### src/rtl/wbuf_pkg.sv
package wbuf_pkg;

   // Bus side sequencer: one transaction in flight at most.
   typedef enum logic [1:0] {
      ST_IDLE = 2'd0,   // free to choose the next transaction
      ST_REQ  = 2'd1,   // request raised, waiting for the grant
      ST_WAIT = 2'd2    // granted, waiting for the data cycle
   } bus_st_e;

   // Kind of transaction carried on the bus (value drives bus_we).
   typedef enum logic {
      TXN_LOAD  = 1'b0,
      TXN_STORE = 1'b1
   } txn_e;

   function automatic logic is_pow2(input int unsigned v);
      return (v != 0) && ((v & (v - 1)) == 0);
   endfunction

endpackage

### src/rtl/wbuf_fifo.sv
module wbuf_fifo #(
   parameter int AW    = 32,
   parameter int DW    = 32,
   parameter int DEPTH = 4,
   localparam int PW   = $clog2(DEPTH),
   localparam int CW   = PW + 1
) (
   input  logic                       clk,
   input  logic                       rst_n,
   input  logic                       push,
   input  logic [AW-1:0]              push_addr,
   input  logic [DW-1:0]              push_data,
   input  logic                       pop,
   output logic                       full,
   output logic                       empty,
   output logic [CW-1:0]              count,
   output logic [PW-1:0]              head_ptr,
   output logic [AW-1:0]              head_addr,
   output logic [DW-1:0]              head_data,
   output logic [DEPTH-1:0][AW-1:0]   slot_addr,
   output logic [DEPTH-1:0][DW-1:0]   slot_data,
   output logic [DEPTH-1:0]           slot_live
);

   logic [PW-1:0] wr_ptr;
   logic [PW-1:0] rd_ptr;
   logic [CW-1:0] cnt;

   // Pointers and occupancy. Pointers wrap naturally since DEPTH is 2**PW.
   always_ff @(posedge clk) begin
      if (!rst_n) begin
         wr_ptr <= '0;
         rd_ptr <= '0;
         cnt    <= '0;
      end else begin
         if (push) begin
            wr_ptr <= wr_ptr + PW'(1);
         end
         if (pop) begin
            rd_ptr <= rd_ptr + PW'(1);
         end
         cnt <= cnt + CW'(push) - CW'(pop);
      end
   end

   // One storage slot per queue position.
   for (genvar gi = 0; gi < DEPTH; gi++) begin : g_slot
      logic sel_wr;
      logic sel_rd;
      assign sel_wr = push && (wr_ptr == PW'(gi));
      assign sel_rd = pop  && (rd_ptr == PW'(gi));

      always_ff @(posedge clk) begin
         if (!rst_n) begin
            slot_live[gi] <= 1'b0;
         end else if (sel_wr) begin
            slot_live[gi] <= 1'b1;
         end else if (sel_rd) begin
            slot_live[gi] <= 1'b0;
         end
      end

      always_ff @(posedge clk) begin
         if (sel_wr) begin
            slot_addr[gi] <= push_addr;
            slot_data[gi] <= push_data;
         end
      end
   end

   assign full      = (cnt == CW'(DEPTH));
   assign empty     = (cnt == '0);
   assign count     = cnt;
   assign head_ptr  = rd_ptr;
   assign head_addr = slot_addr[rd_ptr];
   assign head_data = slot_data[rd_ptr];

endmodule

### src/rtl/wbuf_match.sv
module wbuf_match #(
   parameter int AW    = 32,
   parameter int DW    = 32,
   parameter int DEPTH = 4,
   localparam int PW   = $clog2(DEPTH)
) (
   input  logic [AW-1:0]              probe_addr,
   input  logic [PW-1:0]              head_ptr,
   input  logic [DEPTH-1:0][AW-1:0]   slot_addr,
   input  logic [DEPTH-1:0][DW-1:0]   slot_data,
   input  logic [DEPTH-1:0]           slot_live,
   output logic                       hit,
   output logic [DW-1:0]              hit_data
);

   logic [DEPTH-1:0] eq;
   logic [PW-1:0]    idx;

   // One address comparator per occupied slot.
   for (genvar gi = 0; gi < DEPTH; gi++) begin : g_cmp
      assign eq[gi] = slot_live[gi] && (slot_addr[gi] == probe_addr);
   end

   // Walk from oldest (head) to youngest; a later match overrides, so the
   // youngest matching entry supplies the data.
   always_comb begin
      hit      = 1'b0;
      hit_data = '0;
      idx      = '0;
      for (int k = 0; k < DEPTH; k++) begin
         idx = head_ptr + PW'(k);
         if (eq[idx]) begin
            hit      = 1'b1;
            hit_data = slot_data[idx];
         end
      end
   end

endmodule

### src/rtl/wbuf_busctl.sv
module wbuf_busctl
   import wbuf_pkg::*;
#(
   parameter int AW = 32,
   parameter int DW = 32
) (
   input  logic          clk,
   input  logic          rst_n,
   input  logic          cpu_rd_valid,
   input  logic [AW-1:0] cpu_rd_addr,
   input  logic          fwd_hit,
   input  logic [DW-1:0] fwd_data,
   input  logic          q_empty,
   input  logic [AW-1:0] head_addr,
   input  logic [DW-1:0] head_data,
   output logic          pop,
   output logic          rd_busy,
   output logic          rd_done,
   output logic [DW-1:0] rd_data,
   output logic          bus_req,
   output logic          bus_we,
   output logic [AW-1:0] bus_addr,
   output logic [DW-1:0] bus_wdata,
   input  logic          bus_gnt,
   input  logic          bus_dvalid,
   input  logic [DW-1:0] bus_rdata
);

   bus_st_e       st;
   bus_st_e       st_nx;
   txn_e          cur_kind;
   logic [AW-1:0] cur_addr;
   logic [DW-1:0] cur_wdata;
   logic          done_q;
   logic [DW-1:0] data_q;

   logic rd_pend;
   logic rd_onbus;
   logic fwd_take;
   logic start_rd;
   logic start_wr;
   logic xfer_end;

   // A load is pending until its result pulse has been given.
   assign rd_pend  = cpu_rd_valid && !done_q;
   assign rd_onbus = (st != ST_IDLE) && (cur_kind == TXN_LOAD);
   // Forwarding needs no bus, so it may complete during a store transaction.
   assign fwd_take = rd_pend && fwd_hit && !rd_onbus;
   // Load misses win the choice over queued stores.
   assign start_rd = (st == ST_IDLE) && rd_pend && !fwd_hit;
   assign start_wr = (st == ST_IDLE) && !start_rd && !q_empty;
   assign xfer_end = (st == ST_WAIT) && bus_dvalid;
   assign pop      = xfer_end && (cur_kind == TXN_STORE);

   always_comb begin
      st_nx = st;
      unique case (st)
         ST_IDLE: if (start_rd || start_wr) st_nx = ST_REQ;
         ST_REQ:  if (bus_gnt)              st_nx = ST_WAIT;
         ST_WAIT: if (bus_dvalid)           st_nx = ST_IDLE;
         default:                           st_nx = ST_IDLE;
      endcase
   end

   always_ff @(posedge clk) begin
      if (!rst_n) begin
         st        <= ST_IDLE;
         cur_kind  <= TXN_LOAD;
         cur_addr  <= '0;
         cur_wdata <= '0;
      end else begin
         st <= st_nx;
         if (start_rd) begin
            cur_kind  <= TXN_LOAD;
            cur_addr  <= cpu_rd_addr;
            cur_wdata <= '0;
         end else if (start_wr) begin
            cur_kind  <= TXN_STORE;
            cur_addr  <= head_addr;
            cur_wdata <= head_data;
         end
      end
   end

   // Load result register: one pulse per completed load.
   always_ff @(posedge clk) begin
      if (!rst_n) begin
         done_q <= 1'b0;
         data_q <= '0;
      end else begin
         done_q <= fwd_take || (xfer_end && (cur_kind == TXN_LOAD));
         if (fwd_take) begin
            data_q <= fwd_data;
         end else if (xfer_end && (cur_kind == TXN_LOAD)) begin
            data_q <= bus_rdata;
         end
      end
   end

   assign rd_busy   = rd_onbus;
   assign rd_done   = done_q;
   assign rd_data   = data_q;
   assign bus_req   = (st == ST_REQ);
   assign bus_we    = (cur_kind == TXN_STORE);
   assign bus_addr  = cur_addr;
   assign bus_wdata = cur_wdata;

endmodule

### src/rtl/wbuf_rdfwd.sv
module wbuf_rdfwd
   import wbuf_pkg::*;
#(
   parameter int AW    = 32,
   parameter int DW    = 32,
   parameter int DEPTH = 4,
   localparam int PW   = $clog2(DEPTH),
   localparam int CW   = PW + 1
) (
   input  logic          clk,
   input  logic          rst_n,
   input  logic          cpu_wr_valid,
   input  logic [AW-1:0] cpu_wr_addr,
   input  logic [DW-1:0] cpu_wr_data,
   output logic          cpu_wr_ready,
   input  logic          cpu_rd_valid,
   input  logic [AW-1:0] cpu_rd_addr,
   output logic          cpu_rd_done,
   output logic [DW-1:0] cpu_rd_data,
   output logic          bus_req,
   output logic          bus_we,
   output logic [AW-1:0] bus_addr,
   output logic [DW-1:0] bus_wdata,
   input  logic          bus_gnt,
   input  logic          bus_dvalid,
   input  logic [DW-1:0] bus_rdata
);

   // Elaboration-time parameter checks.
   if (!is_pow2(DEPTH) || DEPTH < 2) begin : g_bad_depth
      $error("wbuf_rdfwd: DEPTH must be a power of two and at least 2");
   end
   if (AW < 1 || DW < 1) begin : g_bad_width
      $error("wbuf_rdfwd: AW and DW must be at least 1");
   end

   logic                     q_full;
   logic                     q_empty;
   logic [CW-1:0]            q_count;
   logic [PW-1:0]            q_head_ptr;
   logic [AW-1:0]            q_head_addr;
   logic [DW-1:0]            q_head_data;
   logic [DEPTH-1:0][AW-1:0] q_slot_addr;
   logic [DEPTH-1:0][DW-1:0] q_slot_data;
   logic [DEPTH-1:0]         q_slot_live;
   logic                     q_push;
   logic                     q_pop;
   logic                     fwd_hit;
   logic [DW-1:0]            fwd_data;
   logic                     rd_busy;

   assign cpu_wr_ready = !q_full;
   assign q_push       = cpu_wr_valid && !q_full;

   wbuf_fifo #(
      .AW    (AW),
      .DW    (DW),
      .DEPTH (DEPTH)
   ) u_fifo (
      .clk       (clk),
      .rst_n     (rst_n),
      .push      (q_push),
      .push_addr (cpu_wr_addr),
      .push_data (cpu_wr_data),
      .pop       (q_pop),
      .full      (q_full),
      .empty     (q_empty),
      .count     (q_count),
      .head_ptr  (q_head_ptr),
      .head_addr (q_head_addr),
      .head_data (q_head_data),
      .slot_addr (q_slot_addr),
      .slot_data (q_slot_data),
      .slot_live (q_slot_live)
   );

   wbuf_match #(
      .AW    (AW),
      .DW    (DW),
      .DEPTH (DEPTH)
   ) u_match (
      .probe_addr (cpu_rd_addr),
      .head_ptr   (q_head_ptr),
      .slot_addr  (q_slot_addr),
      .slot_data  (q_slot_data),
      .slot_live  (q_slot_live),
      .hit        (fwd_hit),
      .hit_data   (fwd_data)
   );

   wbuf_busctl #(
      .AW (AW),
      .DW (DW)
   ) u_busctl (
      .clk          (clk),
      .rst_n        (rst_n),
      .cpu_rd_valid (cpu_rd_valid),
      .cpu_rd_addr  (cpu_rd_addr),
      .fwd_hit      (fwd_hit),
      .fwd_data     (fwd_data),
      .q_empty      (q_empty),
      .head_addr    (q_head_addr),
      .head_data    (q_head_data),
      .pop          (q_pop),
      .rd_busy      (rd_busy),
      .rd_done      (cpu_rd_done),
      .rd_data      (cpu_rd_data),
      .bus_req      (bus_req),
      .bus_we       (bus_we),
      .bus_addr     (bus_addr),
      .bus_wdata    (bus_wdata),
      .bus_gnt      (bus_gnt),
      .bus_dvalid   (bus_dvalid),
      .bus_rdata    (bus_rdata)
   );

endmodule

### config.mk
export PLATFORM = sky130hd
export DESIGN_NAME = wbuf_rdfwd
export DESIGN_NICKNAME = d
export VERILOG_FILES = /design/src/rtl/wbuf_pkg.sv /design/src/rtl/wbuf_fifo.sv /design/src/rtl/wbuf_match.sv /design/src/rtl/wbuf_busctl.sv /design/src/rtl/wbuf_rdfwd.sv
export SDC_FILE = /design/constraint.sdc
export NUM_CORES = 1
export LEC_CHECK = 0
export BUFFER_PORTS_ARGS = -buffer_cell sky130_fd_sc_hd__buf_2
export CORE_MARGIN = 3
export CORE_UTILIZATION = 64
export DETAILED_ROUTE_END_ITERATION = 7
export PLACE_DENSITY = 0.86
export REMOVE_ABC_BUFFERS = 1
export SKIP_CTS_REPAIR_TIMING = 1
export SYNTH_ARGS = -nofsm -noshare
export SYNTH_HDL_FRONTEND = slang
export SYNTH_SLANG_ARGS = --single-unit
export TNS_END_PERCENT = 10
### constraint.sdc
create_clock -name clk -period 8.2 [get_ports clk]
set_input_delay 1.64 -clock clk [delete_from_list [all_inputs] [get_ports clk]]
set_output_delay 1.64 -clock clk [all_outputs]
set_load 0.01 [all_outputs]
==> impl_metrics.py <==
metrics = {
    "yosys": {
        "yosysWarnings": 0,
        "synth.avg_cell_area_sq_um": 10.9,
        "yosysTopAreaCell": "edfxtp_1",
        "synth.top_cell.area_share": 0.388,
        "syn_inst": 1818,
        "synth_edf_count": 256,
        "synth_fa_ha_area_frac": 0.00733,
        "ys_seq_area_frac": 0.500,
        "synth_top_family_by_area": "compound AO/OA/AOI/OAI gates",
        "synth_area_leaders": "edfxtp_1, dfxtp_1, mux2i_1",
        "ys_types": 60,
        "synth-simple-area-share": 0.125,
        "yosysMostFrequentCell": "edfxtp_1",
        "synth_compound_area_frac": 0.149,
        "synthXorXnorAreaFrac": 0.0562,
        "ys_ff_latch": 367,
        "synth_mux_area_frac": 0.122,
        "syn_area_sq_mm": 0.0198,
        "ys_dominant_reg_cell": "edfxtp_1",
        "synth_top_cells_by_count": "edfxtp_1, nand2_1, clkbuf_1, o21ai_0, nor2_1",
        "synthArstFlopShare": 0,
    },
    "detailed_routing": {
        "num_vias": 16600,
        "wl_met3_microns": 8100,
        "wl_per_cell_microns": 25.7,
        "wl_met1_microns": 23000,
        "top_layer": "met5",
        "vias_per_cell": 7.00,
        "wl_microns": 61100,
        "final_antenna_net_count": 0,
        "drcViolationCount": 0,
        "drt_first_pass_iters": 7,
        "drt-initial-drc-count": 2424,
        "wl_met2_microns": 27100,
    },
    "power_and_ir_drop": {
        "power.density_mw_per_mm2": 218,
        "max-vdd-ir-drop_mv": 0.211,
        "p_leak_nw": 7.39,
    },
    "critical_path": {
        "cp_slowest_stage_delay_ns": 0.76,
        "rr_endpoint": "u_busctl.rd_data[20]",
        "cp_top_family": "simple AND/OR/NAND/NOR gates",
        "ff2ff_path_depth": 9,
        "rr_startpoint": "u_fifo.slot_addr[74]",
        "crit_required_ns": 8.61,
        "crit_path_start_kind": "input pin",
        "crit_arrival_ns": 5.87,
        "slowest_stage": "nand2_2",
        "crit_fanout": 33,
        "worstSetupPathDepth": 10,
        "crit_chain": "buf_2 > xor2_1 > or4_1 > nor3_1 > or4b_1 > a22oi_4 > buf_4 > nand2_2 > a221oi_1 > o2bb2ai_1",
        "crit_path_end_kind": "flip-flop",
        "reg2reg_slack_ns": 3.58,
        "worst-path-buf-inv": 2,
        "path_class": "input pin to flip-flop",
    },
    "placed_design": {
        "numPortBuffers": 233,
        "dp.final_hpwl_microns": 37300,
        "post_dp_cell_area_sq_mm": 0.0211,
        "routabilityCongestion": 1.02,
    },
    "run": {
        "cap_violations": 0,
    },
    "min_path": {
        "worstHoldPathType": "flip-flop to flip-flop",
        "min_path_cells": 2,
        "hp-start": "u_busctl.bus_wdata[0]",
        "hold-path-endpoint": "u_busctl.bus_wdata[0]",
    },
    "global_routing": {
        "gr-usage-all-layers": 0.357,
        "grt_pass1_vias": 16500,
        "grt-ovfl-total": 0,
        "antenna_found_initial": 11,
        "grt_pass1_wl_microns": 92200,
        "grt_max_degree": 90,
    },
    "final_layout": {
        "finalInstanceArea_sq_mm": 0.0223,
        "fillers": 1978,
        "num-nets-final": 2095,
        "areaGrowthSynthToFinish_pct": 12.8,
        "layout-drive-gt1-share": 0.248,
    },
    "floorplanning": {
        "die_h_microns": 182,
        "core_area_sq_mm": 0.0300,
        "dieArea_sq_mm": 0.0331,
        "core.rowCount": 63,
        "start_util": 0.659,
        "ios": 234,
        "die_w_microns": 182,
    },
    "cts": {
        "cts.path.max_buffers": 3,
        "cts_tree": "done",
        "clock-sinks": 367,
        "path_clk_slew_ns": 0.06,
        "cts_root_buf": "clkbuf_16",
        "clk_latency_ns": 0.54,
        "cts_inserted_buffers": 39,
        "cts_max_level": 2,
    },
    "timing": {
        "clock.fmax_mhz": 183,
        "drv_slew": 0,
        "hold_violations": 0,
        "min_period_over_period": 0.667,
        "slew-limit-headroom": 0.121,
        "setup_viol": 0,
        "layout_min_cycle_time_ns": 5.47,
        "clock_skew_ns": 0.0198,
        "tightest_slew_ns": 1.31,
        "whs_ns": 0.445,
        "rsz0062_at_grt": "false",
    },
    "run_status": {
        "status": "finished clean",
    },
}
==> registers in the layout, indices dropped and copies added (netlist names) <==
name and count:
u_busctl.rd_data 32, u_busctl.bus_addr 32, u_fifo.head_ptr 2, u_busctl.st 2, u_fifo.slot_addr 128, u_fifo.slot_live 4, u_fifo.slot_data 128, u_busctl.bus_we 1
u_busctl.bus_wdata 32, u_fifo.wr_ptr 2, u_fifo.count 3, u_busctl.rd_done 1
==> where the power goes <==
part           internal, mW  switching (mW)  leakage [nW]
Combinational         0.267           0.541          3.52
Sequential             2.20           0.107          3.25
Clock                  1.02           0.730         0.615
Total                  3.49            1.38          7.39
==> worst max-delay path by stage <==
stage	from	to
detailed placement	cpu_rd_addr[10]	u_busctl.rd_data[31]
global route	cpu_rd_addr[31]	u_busctl.rd_data[20]
CTS	cpu_rd_addr[31]	u_busctl.rd_data[20]
floorplan	u_fifo.head_ptr[0]	u_busctl.rd_data[10]
finish	cpu_rd_addr[31]	u_busctl.rd_data[20]
global placement	cpu_rd_addr[14]	u_busctl.rd_data[0]
==> worst min-delay path: cells and delay by family, from the launching register on <==
| kind | cells | cell delay, ns |
|---|---|---|
| compound gates | 1 | 0.05 |
| flops | 1 | 0.30 |
| simple gates | 1 | 0.05 |
==> per-layer routing <==
layer  vias to the layer above  global-route usage
met1                      7912               0.484
met3                       280              0.0853
met5                         -                   0
li1                       7138                   -
met4                        10               0.184
met2                      1302               0.540
==> placed cells by master (no fill, tap or decap), drive strengths merged, types with 33 or more instances in the layout <==
master  count
buf       262
edfxtp    256
nand2     202
o21ai     132
nor2      126
dfxtp     111
mux2i      98
xor2       98
a21oi      69
mux2       64
clkbuf     50
nand3      37
or2        33
o211ai     33
==> logic make-up (layout without fill, tap and decap cells) <==
logic type | count (synthesis) | in the layout
simple gates | 523 | 523
fa+ha+maj | 11 | 11
xor+xnor | 127 | 127
mux | 194 | 194
other cells | 0 | 7
compound gates | 413 | 413
buf+inv | 183 | 344
flops | 367 | 367
==> stage by stage <==
stage	setup TNS, ns	worst slack, ns	instances	utilization	power [mW]
after floorplan	-48.76	-1.60	1647	-	2.77
after global placement	0	2.51	2299	0.701	3.09
after detailed placement	0	2.46	2299	0.701	3.12
after CTS	0	2.98	2369	0.743	4.85
after global routing	0	2.73	2375	0.743	5.01
final	0	2.73	2376	0.743	4.87
==> final cells by class <==
class | count | area (sq um) | area share
Tap cell | 390 | 488 | 0.0219
Clock inverter | 20 | 178 | 0.00796
Inverter | 12 | 45.0 | 0.00202
Antenna cell | 7 | 17.5 | 0.000785
Sequential cell | 367 | 9920 | 0.444
Timing Repair Buffer | 262 | 1380 | 0.0620
Clock buffer | 50 | 1070 | 0.0479
Multi-Input combinational cell | 1268 | 9230 | 0.413
(Power assumes the default switching activity.)
